### src/rtl/ilvmem_pkg.sv
package ilvmem_pkg;
  // Widest bank index carried between control and datapath.
  parameter int MaxBankW = 4;

  typedef struct packed {
    logic                load;      // capture read word for loadBank
    logic [MaxBankW-1:0] loadBank;
    logic                emit;      // drive buffered word of emitBank out
    logic [MaxBankW-1:0] emitBank;
  } ctlStrobe_t;
endpackage

### src/rtl/ilvmem_ctrl.sv
module ilvmem_ctrl
  import ilvmem_pkg::*;
#(
  parameter int BANK_W     = 4,
  parameter int ACCESS_CYC = 4,
  parameter int BUSY_CYC   = 8,
  parameter int TAG_DEPTH  = 8
) (
  input  logic              clk,
  input  logic              rstN,
  input  logic              reqValid,
  input  logic [BANK_W-1:0] bankSel,
  output logic              reqReady,
  output ctlStrobe_t        strobe
);
  localparam int NumBanks = 1 << BANK_W;
  localparam int BusyW    = $clog2(BUSY_CYC + 1);
  localparam int AccW     = $clog2(ACCESS_CYC + 1);
  localparam int PtrW     = $clog2(TAG_DEPTH);
  localparam int CntW     = $clog2(TAG_DEPTH + 1);

  logic [BusyW-1:0]  busyCnt [NumBanks];
  logic [AccW-1:0]   accCnt  [NumBanks];
  logic [BANK_W-1:0] tagMem  [TAG_DEPTH];
  logic [PtrW-1:0]   wrPtr, rdPtr;
  logic [CntW-1:0]   tagCount;
  logic [BANK_W-1:0] headBank;
  logic              accept, emit;

  assign reqReady = (busyCnt[bankSel] == '0) && (tagCount != CntW'(TAG_DEPTH));
  assign accept   = reqValid && reqReady;
  assign headBank = tagMem[rdPtr];
  assign emit     = (tagCount != '0) && (accCnt[headBank] == AccW'(1));

  // Per-bank timing: recovery window and access countdown.
  for (genvar b = 0; b < NumBanks; b++) begin : g_bank
    always_ff @(posedge clk or negedge rstN) begin
      if (!rstN) begin
        busyCnt[b] <= '0;
        accCnt[b]  <= '0;
      end else if (accept && bankSel == BANK_W'(b)) begin
        busyCnt[b] <= BusyW'(BUSY_CYC - 1);
        accCnt[b]  <= AccW'(ACCESS_CYC);
      end else begin
        if (busyCnt[b] != '0) busyCnt[b] <= busyCnt[b] - 1'b1;
        if (accCnt[b]  != '0) accCnt[b]  <= accCnt[b] - 1'b1;
      end
    end
  end

  // In-flight tag queue holding bank indices in acceptance order.
  always_ff @(posedge clk) begin
    if (accept) tagMem[wrPtr] <= bankSel;
  end

  always_ff @(posedge clk or negedge rstN) begin
    if (!rstN) begin
      wrPtr    <= '0;
      rdPtr    <= '0;
      tagCount <= '0;
    end else begin
      if (accept) wrPtr <= wrPtr + 1'b1;
      if (emit)   rdPtr <= rdPtr + 1'b1;
      case ({accept, emit})
        2'b10:   tagCount <= tagCount + 1'b1;
        2'b01:   tagCount <= tagCount - 1'b1;
        default: tagCount <= tagCount;
      endcase
    end
  end

  assign strobe.load     = accept;
  assign strobe.loadBank = MaxBankW'(bankSel);
  assign strobe.emit     = emit;
  assign strobe.emitBank = MaxBankW'(headBank);
endmodule

### src/rtl/ilvmem_dp.sv
module ilvmem_dp
  import ilvmem_pkg::*;
#(
  parameter int ADDR_W     = 26,
  parameter int BANK_W     = 4,
  parameter bit HIGH_ORDER = 1'b0,
  parameter int DATA_W     = 32
) (
  input  logic              clk,
  input  logic              rstN,
  input  logic [ADDR_W-1:0] reqAddr,
  input  ctlStrobe_t        strobe,
  output logic [BANK_W-1:0] bankSel,
  output logic              rspValid,
  output logic [DATA_W-1:0] rspData
);
  localparam int InW      = ADDR_W - BANK_W;
  localparam int NumBanks = 1 << BANK_W;

  logic [InW-1:0]    inAddr;
  logic [DATA_W-1:0] word;
  logic [DATA_W-1:0] bankBuf [NumBanks];

  if (HIGH_ORDER) begin : g_high
    assign bankSel = reqAddr[ADDR_W-1 -: BANK_W];
    assign inAddr  = reqAddr[InW-1:0];
  end else begin : g_low
    assign bankSel = reqAddr[BANK_W-1:0];
    assign inAddr  = reqAddr[ADDR_W-1:BANK_W];
  end

  // Behavioural bank contents: bank index on top, in-bank address below.
  always_comb begin
    word                = '0;
    word[InW-1:0]       = inAddr;
    word[DATA_W-1 -: 8] = 8'(bankSel);
  end

  always_ff @(posedge clk) begin
    if (strobe.load) bankBuf[strobe.loadBank[BANK_W-1:0]] <= word;
  end

  always_ff @(posedge clk or negedge rstN) begin
    if (!rstN) begin
      rspValid <= 1'b0;
      rspData  <= '0;
    end else begin
      rspValid <= strobe.emit;
      if (strobe.emit) rspData <= bankBuf[strobe.emitBank[BANK_W-1:0]];
    end
  end
endmodule

### src/rtl/ilvmem_top.sv
module ilvmem_top
  import ilvmem_pkg::*;
#(
  parameter int ADDR_W     = 26,
  parameter int BANK_W     = 4,
  parameter bit HIGH_ORDER = 1'b0,
  parameter int DATA_W     = 32,
  parameter int ACCESS_CYC = 4,
  parameter int BUSY_CYC   = 8,
  parameter int TAG_DEPTH  = 8
) (
  input  logic              clk,
  input  logic              rstN,
  input  logic              reqValid,
  input  logic [ADDR_W-1:0] reqAddr,
  output logic              reqReady,
  output logic              rspValid,
  output logic [DATA_W-1:0] rspData
);
  logic [BANK_W-1:0] bankSel;
  ctlStrobe_t        strobe;

  ilvmem_ctrl #(
    .BANK_W(BANK_W), .ACCESS_CYC(ACCESS_CYC),
    .BUSY_CYC(BUSY_CYC), .TAG_DEPTH(TAG_DEPTH)
  ) ctrl_i (
    .clk(clk), .rstN(rstN), .reqValid(reqValid), .bankSel(bankSel),
    .reqReady(reqReady), .strobe(strobe)
  );

  ilvmem_dp #(
    .ADDR_W(ADDR_W), .BANK_W(BANK_W), .HIGH_ORDER(HIGH_ORDER), .DATA_W(DATA_W)
  ) dp_i (
    .clk(clk), .rstN(rstN), .reqAddr(reqAddr), .strobe(strobe),
    .bankSel(bankSel), .rspValid(rspValid), .rspData(rspData)
  );
endmodule

### config.mk
export PLATFORM = sky130hd
export DESIGN_NAME = ilvmem_top
export DESIGN_NICKNAME = d
export VERILOG_FILES = /design/src/rtl/ilvmem_pkg.sv /design/src/rtl/ilvmem_ctrl.sv /design/src/rtl/ilvmem_dp.sv /design/src/rtl/ilvmem_top.sv
export SDC_FILE = /design/constraint.sdc
export NUM_CORES = 1
export LEC_CHECK = 0
export BUFFER_PORTS_ARGS = -buffer_cell sky130_fd_sc_hd__buf_4
export CAP_MARGIN = 5
export CELL_PAD_IN_SITES_DETAIL_PLACEMENT = 0
export CELL_PAD_IN_SITES_GLOBAL_PLACEMENT = 1
export CORE_MARGIN = 1.5
export CORE_UTILIZATION = 55
export CTS_CLUSTER_DIAMETER = 100
export DETAILED_ROUTE_END_ITERATION = 12
export GPL_TIMING_DRIVEN = 1
export PLACE_DENSITY_LB_ADDON = 0.15
export SLEW_MARGIN = 20
export SYNTH_ARGS = -nofsm -noshare
export SYNTH_HDL_FRONTEND = slang
export SYNTH_SLANG_ARGS = --single-unit
### constraint.sdc
create_clock -name clk -period 9.51 [get_ports clk]
set_input_delay 1.902 -clock clk [delete_from_list [all_inputs] [get_ports clk]]
set_output_delay 1.902 -clock clk [all_outputs]
set_load 0.03 [all_outputs]
# After elaboration in Yosys (flattened, before gate mapping)
# Memory sizes are Yosys's and may differ from the RTL's. A register that Yosys moved wholly into a read port is not among the register bits.
# Cells that the tools add are included.
# W data, S select, Z words.
# totals
regBits,155
latch_bits,0
ram_bits,448
romBits,0
in_bits,29
out_inout_bits,34
elab_cells,259
mem_count,2
# classes
addsub,36
multipliers,0
div,0
order_cmp,2
n_eq_ne,19
n_shift,0
mux,73
bitwise,2
reduce_logical,88
# memory_table
memory,depth,width,rd,rd_clocked_by_memory_dff,write_ports,line,rtl
dp_i.bankBuf,16,26,1,1,1,ilvmem_dp.sv:22,logic [DATA_W-1:0] bankBuf [NumBanks];
ctrl_i.tagMem,8,4,1,0,1,ilvmem_ctrl.sv:24,logic [BANK_W-1:0] tagMem [TAG_DEPTH];
# ops
op,count
$mux W4,34
$mux W3,34
$reduce_bool A4 Y1,17
$sub A4 B1 Y4 const B,17
$reduce_bool A2 Y1,33
$reduce_bool A3 Y1,16
$sub A3 B1 Y3 const B,16
$eq A4 B4 Y1 const B,8
$logic_and A1 B1 Y1,19
$bmux W4 S4,1
$eq A4 B3 Y1 const B,4
$bmux W3 S4,1
$ge A5 B5 Y1 const B,2
$not A4 Y5,2
$eq A4 B2 Y1 const B,2
$logic_not A4 Y1,2
$pmux W4 S2,1
$add A3 B1 Y3 const B,2
$add A4 B1 Y4 const B,1
$eq A4 B1 Y1 const B,1
$ne A4 B4 Y1 const B,1
$eq A3 B1 Y1 const B,1
$eq A2 B1 Y1 const B,1
$eq A2 B2 Y1 const B,1
other kinds (2),3

# Logic depth before layout (Yosys ltp)
# depth
depth_word,9
ltp_mapped,18
mapped_depth_nobuf,13

# By module
# From an unflattened synthesis, not the netlist that was laid out.
# unflattened
hier_cells,1553
hier_area_um2,25364.3
# by_module_without_submodules
mod,instances,cells_each,area_per_inst_um2
ilvmem_dp,1,730,16869.9
ilvmem_ctrl,1,823,8494.4

# Least setup slack after synthesis
# OpenSTA, ideal clock, no wires.
# synth_path
path_kind,in2reg
from,in reqAddr[1]
to,"mem dp_i.bankBuf[8][0] in the netlist's numbering, enable pin"
setup_time_ps,475
t_arrival_ps,6089
required_time_ps,9035
setup_slack_ps,2947
path_stages,10
path_buffers,4
cell_sequence,clkbuf_1 buf_1 nand2_1 nor3_1 nor2_1 a221oi_1 nand3_1 clkbuf_1 buf_1 nor4_1
# synth_between
elab_chain_cells,9
# synth_rtl
element,line,rtl
start: declaration,ilvmem_top.sv:15,"input logic [ADDR_W-1:0] reqAddr,"
$not A4 Y5 (not written as such),ilvmem_ctrl.sv:30,assign reqReady = (busyCnt[bankSel] == '0) && (tagCount != CntW'(TAG_DEPTH));
$bmux W4 S4,ilvmem_ctrl.sv:30,
$mux W4 (not written as such) (2 in series),ilvmem_ctrl.sv:30,
$logic_not A4 Y1,ilvmem_ctrl.sv:30,
$logic_and A1 B1 Y1,ilvmem_ctrl.sv:30,
$logic_and A1 B1 Y1,ilvmem_ctrl.sv:31,assign accept = reqValid && reqReady;
$mux W1,ilvmem_dp.sv:40,if (strobe.load) bankBuf[strobe.loadBank[BANK_W-1:0]] <= word;
$mux W1 (not written as such),ilvmem_dp.sv:40,
end: declaration,ilvmem_dp.sv:22,
# Several ways; a longest one is shown, not always the timed one. The select of a mux whose other input is x is not followed.

# Worst setup path in the final report
# layout_path
from,in reqAddr[1]
to,out reqReady
# layout_between
elab_chain_cells,6
# layout_rtl
element,line,rtl
$not A4 Y5 (not written as such),ilvmem_ctrl.sv:30,
$bmux W4 S4,ilvmem_ctrl.sv:30,
$mux W4 (not written as such) (2 in series),ilvmem_ctrl.sv:30,
$logic_not A4 Y1,ilvmem_ctrl.sv:30,
$logic_and A1 B1 Y1,ilvmem_ctrl.sv:30,
end: declaration,ilvmem_top.sv:16,"output logic reqReady,"
# No other way between the ends. The select of a mux whose other input is x is not followed.

==> flow_metrics.env <==
export IMPL_drtPass1Iterations=5
export IMPL_synth_warnings=0
export IMPL_final_cell_area_sq_mm=0.0290
export IMPL_drive_above_1_share_pct=15.6
export IMPL_wl_per_cell_um=20.6
export IMPL_power_density_mw_per_mm2=345
export IMPL_clk_latency_ps=630
export IMPL_start_kind="primary input"
export IMPL_drv_cap=0
export IMPL_slew_viol_final=0
export IMPL_relSlewSlack_pct=28.8
export IMPL_grt_overflow=0
export IMPL_synth_main_ff_cell="edfxtp_1"
export IMPL_fin_crit_ps=5910
export IMPL_rows=79
export IMPL_multi_input_area_sq_mm=0.00817
export IMPL_cts_setup_buffers=0
export IMPL_postPlaceCellArea_sq_mm=0.0270
export IMPL_regArea_sq_mm=0.0172
export IMPL_yosysUniqueCellTypes=52
export IMPL_yosys_top_cells_area="edfxtp_1 (52%), dfrtp_1 (14%), mux2i_1 (7.4%), mux2_2 (4.0%), ha_1 (3.3%)"
export IMPL_worstSetupEndpointType="primary output"
export IMPL_outcome="finished clean"
export IMPL_yosys_area_top_type_share_pct=51.9
export IMPL_grt_max_degree=86
export IMPL_grt_pass1_wl_um=81400
export IMPL_syn_inst=1849
export IMPL_cts_inserted_buffers=59
export IMPL_yosysTopAreaCell="edfxtp_1"
export IMPL_drc=0
export IMPL_dpl_cell_count=2454
export IMPL_setup_ws_ps=3600
export IMPL_clkTransAtPathRegs_ps=60
export IMPL_final_cells=2565
export IMPL_cts_tree="built"
export IMPL_ys_seq_area_share_pct=66.3
export IMPL_h_tree_depth=2
export IMPL_cp_max_fo=43
export IMPL_p_leak_nw=11.0
export IMPL_grt_usage_pct=22.4
export IMPL_synth_edf_count=448
export IMPL_cts_hold_buf=0
export IMPL_design_portCount=63
export IMPL_cts_resized_gates=0
export IMPL_syn_area_per_cell_sq_um=14.0
export IMPL_vias_per_cell=5.69
export IMPL_max_freq_mhz=169
export IMPL_placeableCoreArea_sq_mm=0.0466
export IMPL_antennaDiodeCount=0
export IMPL_dp_slack_ps=3390
export IMPL_die_area_sq_mm=0.0485
export IMPL_fin_crit_sh_pct=62.1
export IMPL_synth_area_sq_mm=0.0259
export IMPL_setup_tns_final_ps=0
export IMPL_syn_to_final_growth_pct=11.8
export IMPL_hold_viol=0
export IMPL_gp_congestion=0.786
export IMPL_setup_viol=0
export IMPL_skew_ps=25.1
export IMPL_synth_seq_cells=597
export IMPL_finalWirelength_um=52700
export IMPL_crit_required_ps=7610
export IMPL_cp_data_arrival_time_ps=4000
export IMPL_ant_nets=0
export IMPL_hp_class="reg -> reg"
export IMPL_antenna_found_initial=0
export IMPL_rsz0062_at_grt="no"
export IMPL_cts_sinks=597
export IMPL_clockBufferDepth=3
export IMPL_dieWidth_um=220
export IMPL_drt_iter0_drc=953
export IMPL_cts_root_buffer="clkbuf_16"
export IMPL_ir_worst_vdd_uv=208
export IMPL_criticalPathCategory="in -> out"
export IMPL_num_nets_final=2008
export IMPL_portBuffers=56
export IMPL_ys_async_sr_fraction_pct=25.0
export IMPL_grt_pass1_vias=14500
export IMPL_die_h_um=220
export IMPL_place_hpwl_um=30200
export IMPL_fillers=3449
export IMPL_tightest_slew_ps=1070
export IMPL_num_vias=14584
export IMPL_initial_core_util_pct=55.7
==> power by group <==
group	internal [W]	switching (W)	total (W)
Sequential	0.00320	0.000294	0.00349
Clock	0.00133	0.000970	0.00230
Combinational	0.00185	0.00236	0.00422
==> state kept, by name (all words and copies together), names as in the netlist <==
register and flops:
ctrl_i.accCnt 48, ctrl_i.busyCnt 64, ctrl_i.rdPtr 3, ctrl_i.tagCount 4
ctrl_i.tagMem 32, ctrl_i.wrPtr 3, dp_i.bankBuf 416, dp_i.rspData 26
dp_i.rspValid 1
==> through the flow <==
step / utilization [%] / hold WS, ps / power, W
2_1_floorplan: - / 465 / 0.00676
3_3_place_gp: 58.0 / 492 / 0.00771
3_5_place_dp: 58.1 / 493 / 0.00779
4_1_cts: 62.2 / 511 / 0.0101
5_1_grt: 62.3 / 532 / 0.0107
6_report: 62.3 / 509 / 0.0100
==> synthesized netlist by cell type (6+ instances only) <==
cell type,count
ha_1,69
mux4_2,8
dfrtp_1,149
clkbuf_1,40
o21ai_0,25
or3_1,20
mux2_4,8
nor2b_1,18
nand2b_1,29
buf_1,6
a221oi_1,57
inv_1,78
nor3_1,62
nand3_1,61
nor4_1,15
edfxtp_1,448
buf_2,30
nor2_1,110
mux2_2,93
a21oi_1,41
a31oi_1,26
nand2_1,167
xnor2_1,36
buf_4,9
mux2i_1,192
==> cell families (layout without fill, tap and decap cells) <==
logic type,count (synthesis),in the layout,synth area share (%)
AOI/OAI and AO/OA,169,169,4.50
xor gates and xnor gates,40,40,1.35
adders and majority gates,70,70,3.41
buffers and inverters,167,271,2.79
DFF,597,597,66.3
muxes,305,305,12.8
other,1,6,0.0145
and+or+nand+nor,500,500,8.88
==> metal layers <==
layer  vias up  routed length (um)  track usage (%)
li1       6936                   -                -
met1      7231               22600             29.2
met2       318               26100             38.1
met3        99                2320             3.46
met4         0                1730             8.23
met5         -                   0                0
==> path summary, 6_finish.rpt <==
kind                                   from                  to  slack, ps  depth (start not counted)
min                        dp_i.rspData[24]    dp_i.rspData[24]        510                          1
max                              reqAddr[1]            reqReady       3600                          7
max reg2reg                 ctrl_i.rdPtr[0]  ctrl_i.tagCount[3]       4730                         13
min reg2reg                dp_i.rspData[24]    dp_i.rspData[24]        510                          1
min in group asynchronous              rstN  ctrl_i.busyCnt[52]       1370                          1
max in group asynchronous              rstN     dp_i.rspData[2]       6740                          2
==> cell type report <==
cell class	count	share of cell area, %
Inverter	79	1.02
Clock buffer	75	5.54
Tap cell	607	2.62
Clock inverter	35	1.16
Sequential cell	597	59.3
Multi-Input combinational cell	1090	28.2
Timing Repair Buffer	82	2.25
==> cells in the final DEF, fill, tap and decap left out, types with 69 or more instances in the layout <==
cell | netlist | final
dfrtp_1 | 149 | 149
nor2_1 | 110 | 104
buf_4 | 9 | 79
edfxtp_1 | 448 | 448
nand2_1 | 167 | 166
ha_1 | 69 | 69
mux2i_1 | 192 | 192
mux2_2 | 93 | 93
inv_1 | 78 | 78
==> worst max-delay path, cell delays in order <==
cell	delay, ps
buf_4	260
nand2b_1	550
nor3_1	340
nor3_1	80
a221oi_1	380
and2_1	260
buf_4	190
(Power assumes the default switching activity.)
